==> src/rtl/sirq_pkg.sv <==
// Package: default sizes, register offsets and the command record passed
// from the register port to the pending bank.
package sirq_pkg;
    localparam int unsigned SIRQ_N_EVT   = 11;
    localparam int unsigned SIRQ_ADDR_W  = 12;
    localparam int unsigned SIRQ_DATA_W  = 32;
    localparam int unsigned SIRQ_EN_OFS  = 'h150;
    localparam int unsigned SIRQ_CLR_OFS = 'h158;
    localparam int unsigned SIRQ_CLR_BIT = 0;

    // Per-cycle clear commands produced by the register port
    typedef struct packed {
        logic clr_req;   // explicit clear write with the clear bit set
        logic touch;     // any other bus access (self-clear trigger)
    } sirq_cmd_t;
endpackage

==> src/rtl/sirq_edge_det.sv <==
// Rising-edge detector, one lane per event line.
// Assumes the event lines are synchronous to clk. The sampling flops are
// deliberately not reset, so a line held high through reset is not seen
// as an edge.
module sirq_edge_det #(
    parameter int unsigned N = 11
)(
    input  logic         clk,
    input  logic [N-1:0] lvl_i,
    output logic [N-1:0] rise_o
);
    logic [N-1:0] lvl_q;

    for (genvar g = 0; g < N; g++) begin : g_lane
        // Remember the previous level of this lane
        always_ff @(posedge clk) begin
            lvl_q[g] <= lvl_i[g];
        end
        // A lane rises when it is high now and was low last cycle
        assign rise_o[g] = lvl_i[g] & ~lvl_q[g];
    end
endmodule

==> src/rtl/sirq_regs.sv <==
// Register port: holds the enable register, decodes the clear register
// and reports bus accesses that count as activity for self-clearing.
// Assumes one access per cycle at most; read data is combinational.
module sirq_regs import sirq_pkg::*; #(
    parameter int unsigned N_EVT   = SIRQ_N_EVT,
    parameter int unsigned ADDR_W  = SIRQ_ADDR_W,
    parameter int unsigned DATA_W  = SIRQ_DATA_W,
    parameter int unsigned EN_OFS  = SIRQ_EN_OFS,
    parameter int unsigned CLR_OFS = SIRQ_CLR_OFS,
    parameter int unsigned CLR_BIT = SIRQ_CLR_BIT
)(
    input  logic              clk,
    input  logic              rst_n,
    input  logic              wr,
    input  logic              rd,
    input  logic [ADDR_W-1:0] addr,
    input  logic [DATA_W-1:0] wdata,
    output logic [DATA_W-1:0] rdata,
    output logic [N_EVT-1:0]  en_o,
    output sirq_cmd_t         cmd_o
);
    localparam int unsigned PAD_W = DATA_W - N_EVT;
    localparam logic [ADDR_W-1:0] EN_A  = ADDR_W'(EN_OFS);
    localparam logic [ADDR_W-1:0] CLR_A = ADDR_W'(CLR_OFS);

    logic [N_EVT-1:0] en_q;
    logic             hit_en;
    logic             hit_clr;

    assign hit_en  = (addr == EN_A);
    assign hit_clr = (addr == CLR_A);

    // Enable register update on a write to its offset
    always_ff @(posedge clk) begin
        if (!rst_n)            en_q <= '0;
        else if (wr && hit_en) en_q <= wdata[N_EVT-1:0];
    end

    // Read mux: only the enable register returns data
    always_comb begin
        rdata = '0;
        if (rd && hit_en) rdata = {{PAD_W{1'b0}}, en_q};
    end

    // Clear commands: explicit clear, or activity elsewhere on the bus
    always_comb begin
        cmd_o.clr_req = wr && hit_clr && wdata[CLR_BIT];
        cmd_o.touch   = rd || (wr && !hit_clr);
    end

    assign en_o = en_q;
endmodule

==> src/rtl/sirq_pend.sv <==
// Pending bank: latches allowed event edges and drives the registered
// interrupt. New edges win over any clear in the same cycle.
module sirq_pend import sirq_pkg::*; #(
    parameter int unsigned N = SIRQ_N_EVT
)(
    input  logic      clk,
    input  logic      rst_n,
    input  logic [N-1:0] rise_i,
    input  logic [N-1:0] en_i,
    input  sirq_cmd_t cmd_i,
    output logic      irq_o
);
    logic [N-1:0] pend_q;
    logic [N-1:0] pend_d;
    logic         irq_q;

    // Next pending state: drop on any clear, then add allowed edges
    always_comb begin
        pend_d = (cmd_i.clr_req || cmd_i.touch) ? '0 : pend_q;
        pend_d = pend_d | (rise_i & en_i);
    end

    // Pending flags and the registered OR that forms the interrupt
    always_ff @(posedge clk) begin
        if (!rst_n) begin
            pend_q <= '0;
            irq_q  <= 1'b0;
        end else begin
            pend_q <= pend_d;
            irq_q  <= |pend_d;
        end
    end

    assign irq_o = irq_q;
endmodule

==> src/rtl/stat_irq_ctrl.sv <==
// Top: maskable status interrupt controller. Eleven event lines, an
// enable register, a write-only clear register and self-clearing on
// ongoing bus activity. Assumes all inputs are synchronous to clk.
module stat_irq_ctrl import sirq_pkg::*; #(
    parameter int unsigned N_EVT   = SIRQ_N_EVT,
    parameter int unsigned ADDR_W  = SIRQ_ADDR_W,
    parameter int unsigned DATA_W  = SIRQ_DATA_W,
    parameter int unsigned EN_OFS  = SIRQ_EN_OFS,
    parameter int unsigned CLR_OFS = SIRQ_CLR_OFS,
    parameter int unsigned CLR_BIT = SIRQ_CLR_BIT
)(
    input  logic              clk,
    input  logic              rst_n,
    input  logic [N_EVT-1:0]  evt_i,
    input  logic              bus_wr,
    input  logic              bus_rd,
    input  logic [ADDR_W-1:0] bus_addr,
    input  logic [DATA_W-1:0] bus_wdata,
    output logic [DATA_W-1:0] bus_rdata,
    output logic              irq_o
);
    logic [N_EVT-1:0] rise;
    logic [N_EVT-1:0] en_q;
    sirq_cmd_t        cmd;

    sirq_edge_det #(.N(N_EVT)) u_edge (
        .clk    (clk),
        .lvl_i  (evt_i),
        .rise_o (rise)
    );

    sirq_regs #(
        .N_EVT(N_EVT), .ADDR_W(ADDR_W), .DATA_W(DATA_W),
        .EN_OFS(EN_OFS), .CLR_OFS(CLR_OFS), .CLR_BIT(CLR_BIT)
    ) u_regs (
        .clk   (clk),
        .rst_n (rst_n),
        .wr    (bus_wr),
        .rd    (bus_rd),
        .addr  (bus_addr),
        .wdata (bus_wdata),
        .rdata (bus_rdata),
        .en_o  (en_q),
        .cmd_o (cmd)
    );

    sirq_pend #(.N(N_EVT)) u_pend (
        .clk    (clk),
        .rst_n  (rst_n),
        .rise_i (rise),
        .en_i   (en_q),
        .cmd_i  (cmd),
        .irq_o  (irq_o)
    );
endmodule

==> config.mk <==
export PLATFORM = sky130hd
export DESIGN_NAME = stat_irq_ctrl
export DESIGN_NICKNAME = d
export VERILOG_FILES = /design/src/rtl/sirq_pkg.sv /design/src/rtl/sirq_edge_det.sv /design/src/rtl/sirq_regs.sv /design/src/rtl/sirq_pend.sv /design/src/rtl/stat_irq_ctrl.sv
export SDC_FILE = /design/constraint.sdc
export NUM_CORES = 1
export LEC_CHECK = 0
export BUFFER_PORTS_ARGS = -buffer_cell sky130_fd_sc_hd__buf_2
export CORE_AREA = 2 2 60 73
export DETAILED_ROUTE_END_ITERATION = 8
export DIE_AREA = 0 0 62 75
export HOLD_SLACK_MARGIN = 0.12
export PLACE_DENSITY = 0.79
export SKIP_CTS_REPAIR_TIMING = 1
export SLEW_MARGIN = 0
export SYNTH_ARGS = -nofsm -noshare
export SYNTH_HDL_FRONTEND = slang
export SYNTH_SLANG_ARGS = --single-unit
==> constraint.sdc <==
create_clock -name clk -period 2.1 [get_ports clk]
set_input_delay 0.105 -clock clk [delete_from_list [all_inputs] [get_ports clk]]
set_output_delay 0.105 -clock clk [all_outputs]
set_load 0.01 [all_outputs]
==> impl_metrics.toml, run 1 <==
[global_routing]
grt.total_usage = 0.138
grt.met2_usage = 0.234
grt_antenna_before_repair = 0
met3_usage = 0.0309
grt_pass1_wl_mm = 4.63
grt_start_max_net_pins = 24
grt_pass1_vias = 1038
globalRoute.busiestLayer = "met2"
gr-usage-met1 = 0.155
grt-ovfl-total = 0

[timing]
hold_violations = 0
fmax_mhz = 592
tns_ns = 0
grt_setup_unrepaired = "false"
fin_skew_ns = 0.00871
period_needed_ns = 1.69
setup_viol = 0
timing.final.crit_share = 0.804
drv_slew = 0

[drt]
wirelength_mm = 3.01
antenna_left = 0
routed_via_density = 4.34
wl_per_cell_um = 11.1
vias = 1176
firstDrtPassIters = 4
drt_iter0_drc = 12
route.detailed.drc = 0

[die]
pin_count = 92
die_x_um = 62
die_area_um2 = 4650
die_h_um = 75
core-area_um2 = 3910
start_util = 0.394
rows = 25

[logic_synthesis]
yosys.area_share.simple = 0.256
syn_avg_cell_area_um2 = 10.5
muxShareOfSynthArea = 0.0715
yosysSeqAreaShare = 0.442
synth_top_family_by_area = "simple AND/OR/NAND/NOR gates"
synth_compound_area_frac = 0.104
ys_types = 25
syn_inst = 146
yosys_warnings = 0
synth_xor_area_frac = 0
synthAdderAreaFrac = 0
synth-seq-cells = 34
synth_area_um2 = 1540

[layout]
final_common_cell = "buf_2"
most-common-layout-cells = "buf_2, dfxtp_1, conb_1"
fillers = 356
area.sequential_um2 = 681
diodes = 0
layout.nets = 276
multi_input_area_um2 = 743
area_delta_synth_final_pct = 31.1
drive_gt1_frac = 0.346
final_area_um2 = 2020

[worst_hold_path]
min_path_type = "in -> reg"

[clock_tree]
htreeDepth = 2
clk_pin_slew_ns = 0.07
cts_sinks = 34
clk_latency_ns = 0.28
numCtsBuffers = 5
cts_tree = "done"
max-clock-path-buffers = 2
root_buffer = "clkbuf_8"

[power_and_ir_drop]
powerDensity_nw_per_um2 = 601
static-leakage-power_nw = 0.874
vdd_drop_max_mv = 0.426

[placement]
io_buffers = 49
gp_congestion = 0.674
hpwlAfterDp_mm = 2.11
postPlaceCellArea_um2 = 1760

[job]
max-cap-violations = 0

[setup_path]
max_stage_delay_ns = 0.53
cp_top_family = "buffers and inverters"
worstPathArrival_ns = 1.90
start_kind = "input pin"
slowest_stage = "dlygate4sd3_1"
cp-end-kind = "flop"
worstPathRequired_ns = 2.31
cp_cell_sequence = "dlygate4sd3_1 -> buf_2 -> or3b_2 -> o41ai_4 -> buf_4 -> nand2_1 -> a21boi_0"
critical_path_class = "in -> reg"
path_max_fanout = 12
path_buf_inv = 3

[run_status]
status = "completed"
## sequential cells by signal (all words and copies together) (netlist names)
register       flops
u_edge.lvl_q      11
u_regs.en_o       11
u_pend.irq_o       1
u_pend.pend_q     11
## worst register-to-register path: stages, from the launching register on
cell and delay, ns:
dfxtp_1 0.32, nor4_1 0.34, nand2_1 0.10, o41ai_1 0.24, a21boi_1 0.10
## cells by family (layout without fill, tap and decap cells)
logic type	Yosys count	after routing
other	1	21
multiplexers	11	11
AO/OA/AOI/OAI	14	14
buffers and inverters	26	77
AND/OR/NAND/NOR	60	60
flip-flops	34	34
## power breakdown
| part | leakage [nW] | switching [mW] | internal [mW] |
|---|---|---|---|
| clock network | 0.0373 | 0.217 | 0.227 |
| logic | 0.559 | 0.0485 | 0.0645 |
| registers | 0.278 | 0.00196 | 0.656 |
| total | 0.874 | 0.267 | 0.947 |
## cells in the mapped netlist
cell type / n / area, µm²
conb_1: 1 / 3.75
mux2i_1: 11 / 110
o41ai_1: 1 / 8.76
a21boi_1: 1 / 7.51
or3b_2: 2 / 17.5
clkbuf_1: 3 / 11.3
buf_6: 2 / 22.5
nor4_1: 3 / 18.8
nor3_1: 1 / 5.00
or2_2: 1 / 6.26
nor2b_1: 11 / 68.8
a21boi_0: 2 / 15.0
nor4_4: 1 / 21.3
or4b_4: 2 / 27.5
nand3b_1: 11 / 82.6
buf_4: 21 / 158
or2b_2: 1 / 8.76
dfxtp_1: 34 / 681
nand4_1: 2 / 12.5
nand3_1: 1 / 5.00
a21boi_2: 9 / 101
nand2b_1: 1 / 6.26
nand2_1: 12 / 45.0
and2_1: 11 / 68.8
o41ai_4: 1 / 27.5
## stage by stage
stage / std cells / hold slack (ns) / utilization / worst slack (ns) / power, mW
after floorplan: 166 / 0.133 / - / 0.552 / 0.747
after global placement: 246 / 0.223 / 0.450 / 0.383 / 0.757
after detailed placement: 246 / 0.224 / 0.450 / 0.349 / 0.759
after CTS: 253 / -0.0733 / 0.470 / 0.406 / 1.20
after global routing: 271 / 0.121 / 0.516 / 0.249 / 1.27
final: 271 / 0.0745 / 0.516 / 0.411 / 1.21
## layer usage
metal	share of wire	vias to the layer above	wire, µm
met1	0.39	542	1180
met3	0.035	7	106
met2	0.55	31	1670
li1	-	596	-
met4	0.018	0	54
met5	0	-	0
## final cells by class
| class | count | share of cell area |
|---|---|---|
| tap | 54 | 0.0335 |
| multi-input combinational | 106 | 0.368 |
| clock buffer | 6 | 0.0359 |
| timing repair buffer | 70 | 0.222 |
| sequential | 34 | 0.337 |
| clock inverter | 1 | 0.00372 |
## path summary, 6_finish.rpt
check	slack [ns]	start	cells past startpoint	end
min	0.07	bus_wdata[4]	3	u_regs.en_o[4]
min reg2reg	0.46	u_pend.pend_q[8]	2	u_pend.pend_q[8]
max	0.41	bus_wdata[0]	7	u_pend.pend_q[6]
max reg2reg	0.90	u_pend.pend_q[6]	4	u_pend.irq_o
No activity file was read; power rests on OpenSTA's default activity.
==> inputs of run 2 (changes only) <==
- CORE_AREA: 2 2 60 73 -> 2 2 61 74
- DIE_AREA: 0 0 62 75 -> 0 0 63 76
- PLACE_DENSITY: 0.79 -> 0.8
- clock period: 2.1 -> 1.5 ns (I/O delays scaled with it)
==> run 2 against run 1 <==
The flow now finishes with violations (setup timing). Non-clock buffer count up 7. Die area up 3.0%. Sequential share of layout area decreased by 3.2 points. Sequential power up 40%. Combinational power grew 54%. Clock skew is 0.00077 ns lower. Largest cell class unchanged. Worst hold slack improved by 0.12 ns. Flip-flop and latch count unchanged. Global-route usage down 1.1 points. Clock power is 55% higher. Register-to-register slack got worse by 0.62 ns.
==> impl_metrics.toml, run 2 (synthesis results as in run 1) <==
[run_status]
status = "complete, but fails checks"
violations = "setup timing"

[power_and_ir_drop]
clockPowerShare = 0.385
p_switching_uw = 393
static-leakage-power_nw = 0.953
power_mw = 1.78
internal_power_mw = 1.39
powerDensity_nw_per_um2 = 799
vdd_drop_max_mv = 0.658
p_seq_frac = 0.517
pwr-share-comb = 0.098
sw_frac_of_total = 0.221

[clock_tree]
cts_tree = "done"
htreeDepth = 2
cts_sinks = 34
max-clock-path-buffers = 2
root_buffer = "clkbuf_8"
numCtsBuffers = 5
clk_latency_ns = 0.29
clk_pin_slew_ns = 0.07

[global_routing]
grt_antenna_before_repair = 0
grt-ovfl-total = 0
grt_pass1_vias = 1067
grt_pass1_wl_mm = 4.71
grt.total_usage = 0.127
grt_start_max_net_pins = 24

[timing]
grt_setup_unrepaired = "true"
fmax_mhz = 642
fin_skew_ns = 0.00794
hold_violations = 0
drv_slew = 0
timing.final.crit_share = 1.04
period_needed_ns = 1.56
setup_viol = 11
setup_ws_ns = -0.0574

[worst_hold_path]
holdPathStages = 2
min_path_type = "in -> reg"

[layout]
final_common_cell = "buf_2"
area_delta_synth_final_pct = 44.9
layout.nets = 283
drive_gt1_frac = 0.404
fillers = 361
diodes = 0
most-common-layout-cells = "buf_2, dfxtp_1, dlygate4sd3_1"

[setup_path]
critical_path_class = "in -> out"
r2r_setup_slack_ns = 0.28
cp_cell_sequence = "buf_6 -> or4b_4 -> nor4_4 -> buf_4 -> and2_4 -> buf_6"
r2r_cells = 4
path_max_fanout = 5
worstPathRequired_ns = 1.42
start_kind = "input pin"
max_stage_delay_ns = 0.56
cp_common_cell = "buf_6"
r2r_end = "u_pend.irq_o"
endpoint = "bus_rdata[8]"
worstPathArrival_ns = 1.48
slowest_stage = "or4b_4"
cp-startpoint = "bus_addr[2]"
r2r-start = "u_pend.pend_q[8]"
cp-end-kind = "primary output"

[die]
rows = 26
pin_count = 92
die_x_um = 63
die_h_um = 76
die_area_um2 = 4790
start_util = 0.373
core-area_um2 = 4130

[drt]
routed_via_density = 4.38
firstDrtPassIters = 4
antenna_left = 0
vias = 1231
wirelength_mm = 3.44
drt_iter0_drc = 18
wl_per_cell_um = 12.2
route.detailed.drc = 0

[placement]
io_buffers = 49
gp_congestion = 0.744
post-place-ws_ns = -0.132
hpwlAfterDp_mm = 2.29

[job]
max-cap-violations = 0
-- run 2: changes by cell type in the layout (fill, tap and decap cells not counted), sizes merged --
cell | before | now
dlygate4sd3 | 18 | 22
clkinvlp | 1 | 0
clkbuf | 6 | 7
clkinv | 0 | 1
buf | 52 | 55
-- run 2: stage by stage --
stage,instance area (µm²),TNS (ns),cells,utilization,hold slack (ns)
after floorplan,1620,0,166,-,0.103
after global placement,1770,-2.95,248,0.429,0.194
after detailed placement,1770,-3.36,248,0.429,0.197
after CTS,1870,-1.11,256,0.452,-0.108
after global routing,2230,-0.931,281,0.540,0.211
final,2230,-0.424,281,0.540,0.197
-- run 2: layer usage --
layer / vias to the layer above / GRT usage / share of wire
li1: 610 / - / -
met1: 574 / 0.129 / 0.35
met2: 39 / 0.229 / 0.59
met3: 8 / 0.0414 / 0.040
met4: 0 / 0.0644 / 0.020
met5: - / 0 / 0
-- run 2: area by class of cell --
class	count	area [µm²]	area share
clock inverters	1	5.00	0.00224
clock buffers	7	86.3	0.0387
flip-flops and latches	34	681	0.305
multi-input cells	106	788	0.353
well taps	56	70.1	0.0314
repair buffers	77	602	0.270
-- run 2: worst min path at each step --
| stage | slack, ns | to | from |
|---|---|---|---|
| floorplan | 0.10 | u_edge.lvl_q[0] | evt_i[0] |
| CTS | -0.11 | u_edge.lvl_q[2] | evt_i[2] |
| detailed placement | 0.20 | u_edge.lvl_q[2] | evt_i[2] |
| global placement | 0.19 | u_edge.lvl_q[3] | evt_i[3] |
| global route | 0.21 | u_regs.en_o[5] | rst_n |
| finish | 0.20 | u_pend.irq_o | rst_n |
-- run 2: power by group through the flow --
| stage | Clock, mW | Combinational, mW | Sequential [mW] |
|---|---|---|---|
| after global routing | 0.738 | 0.188 | 0.922 |
| after global placement | 0 | 0.119 | 0.941 |
| after detailed placement | 0 | 0.122 | 0.942 |
| after floorplan | 0 | 0.106 | 0.940 |
| after CTS | 0.701 | 0.122 | 0.921 |
| final | 0.687 | 0.174 | 0.921 |
-- run 2: critical path: cells and delay by family --
family,cells,cell delay (ns)
and+or+nand+nor,3,1.03
buffers and inverters,3,0.38
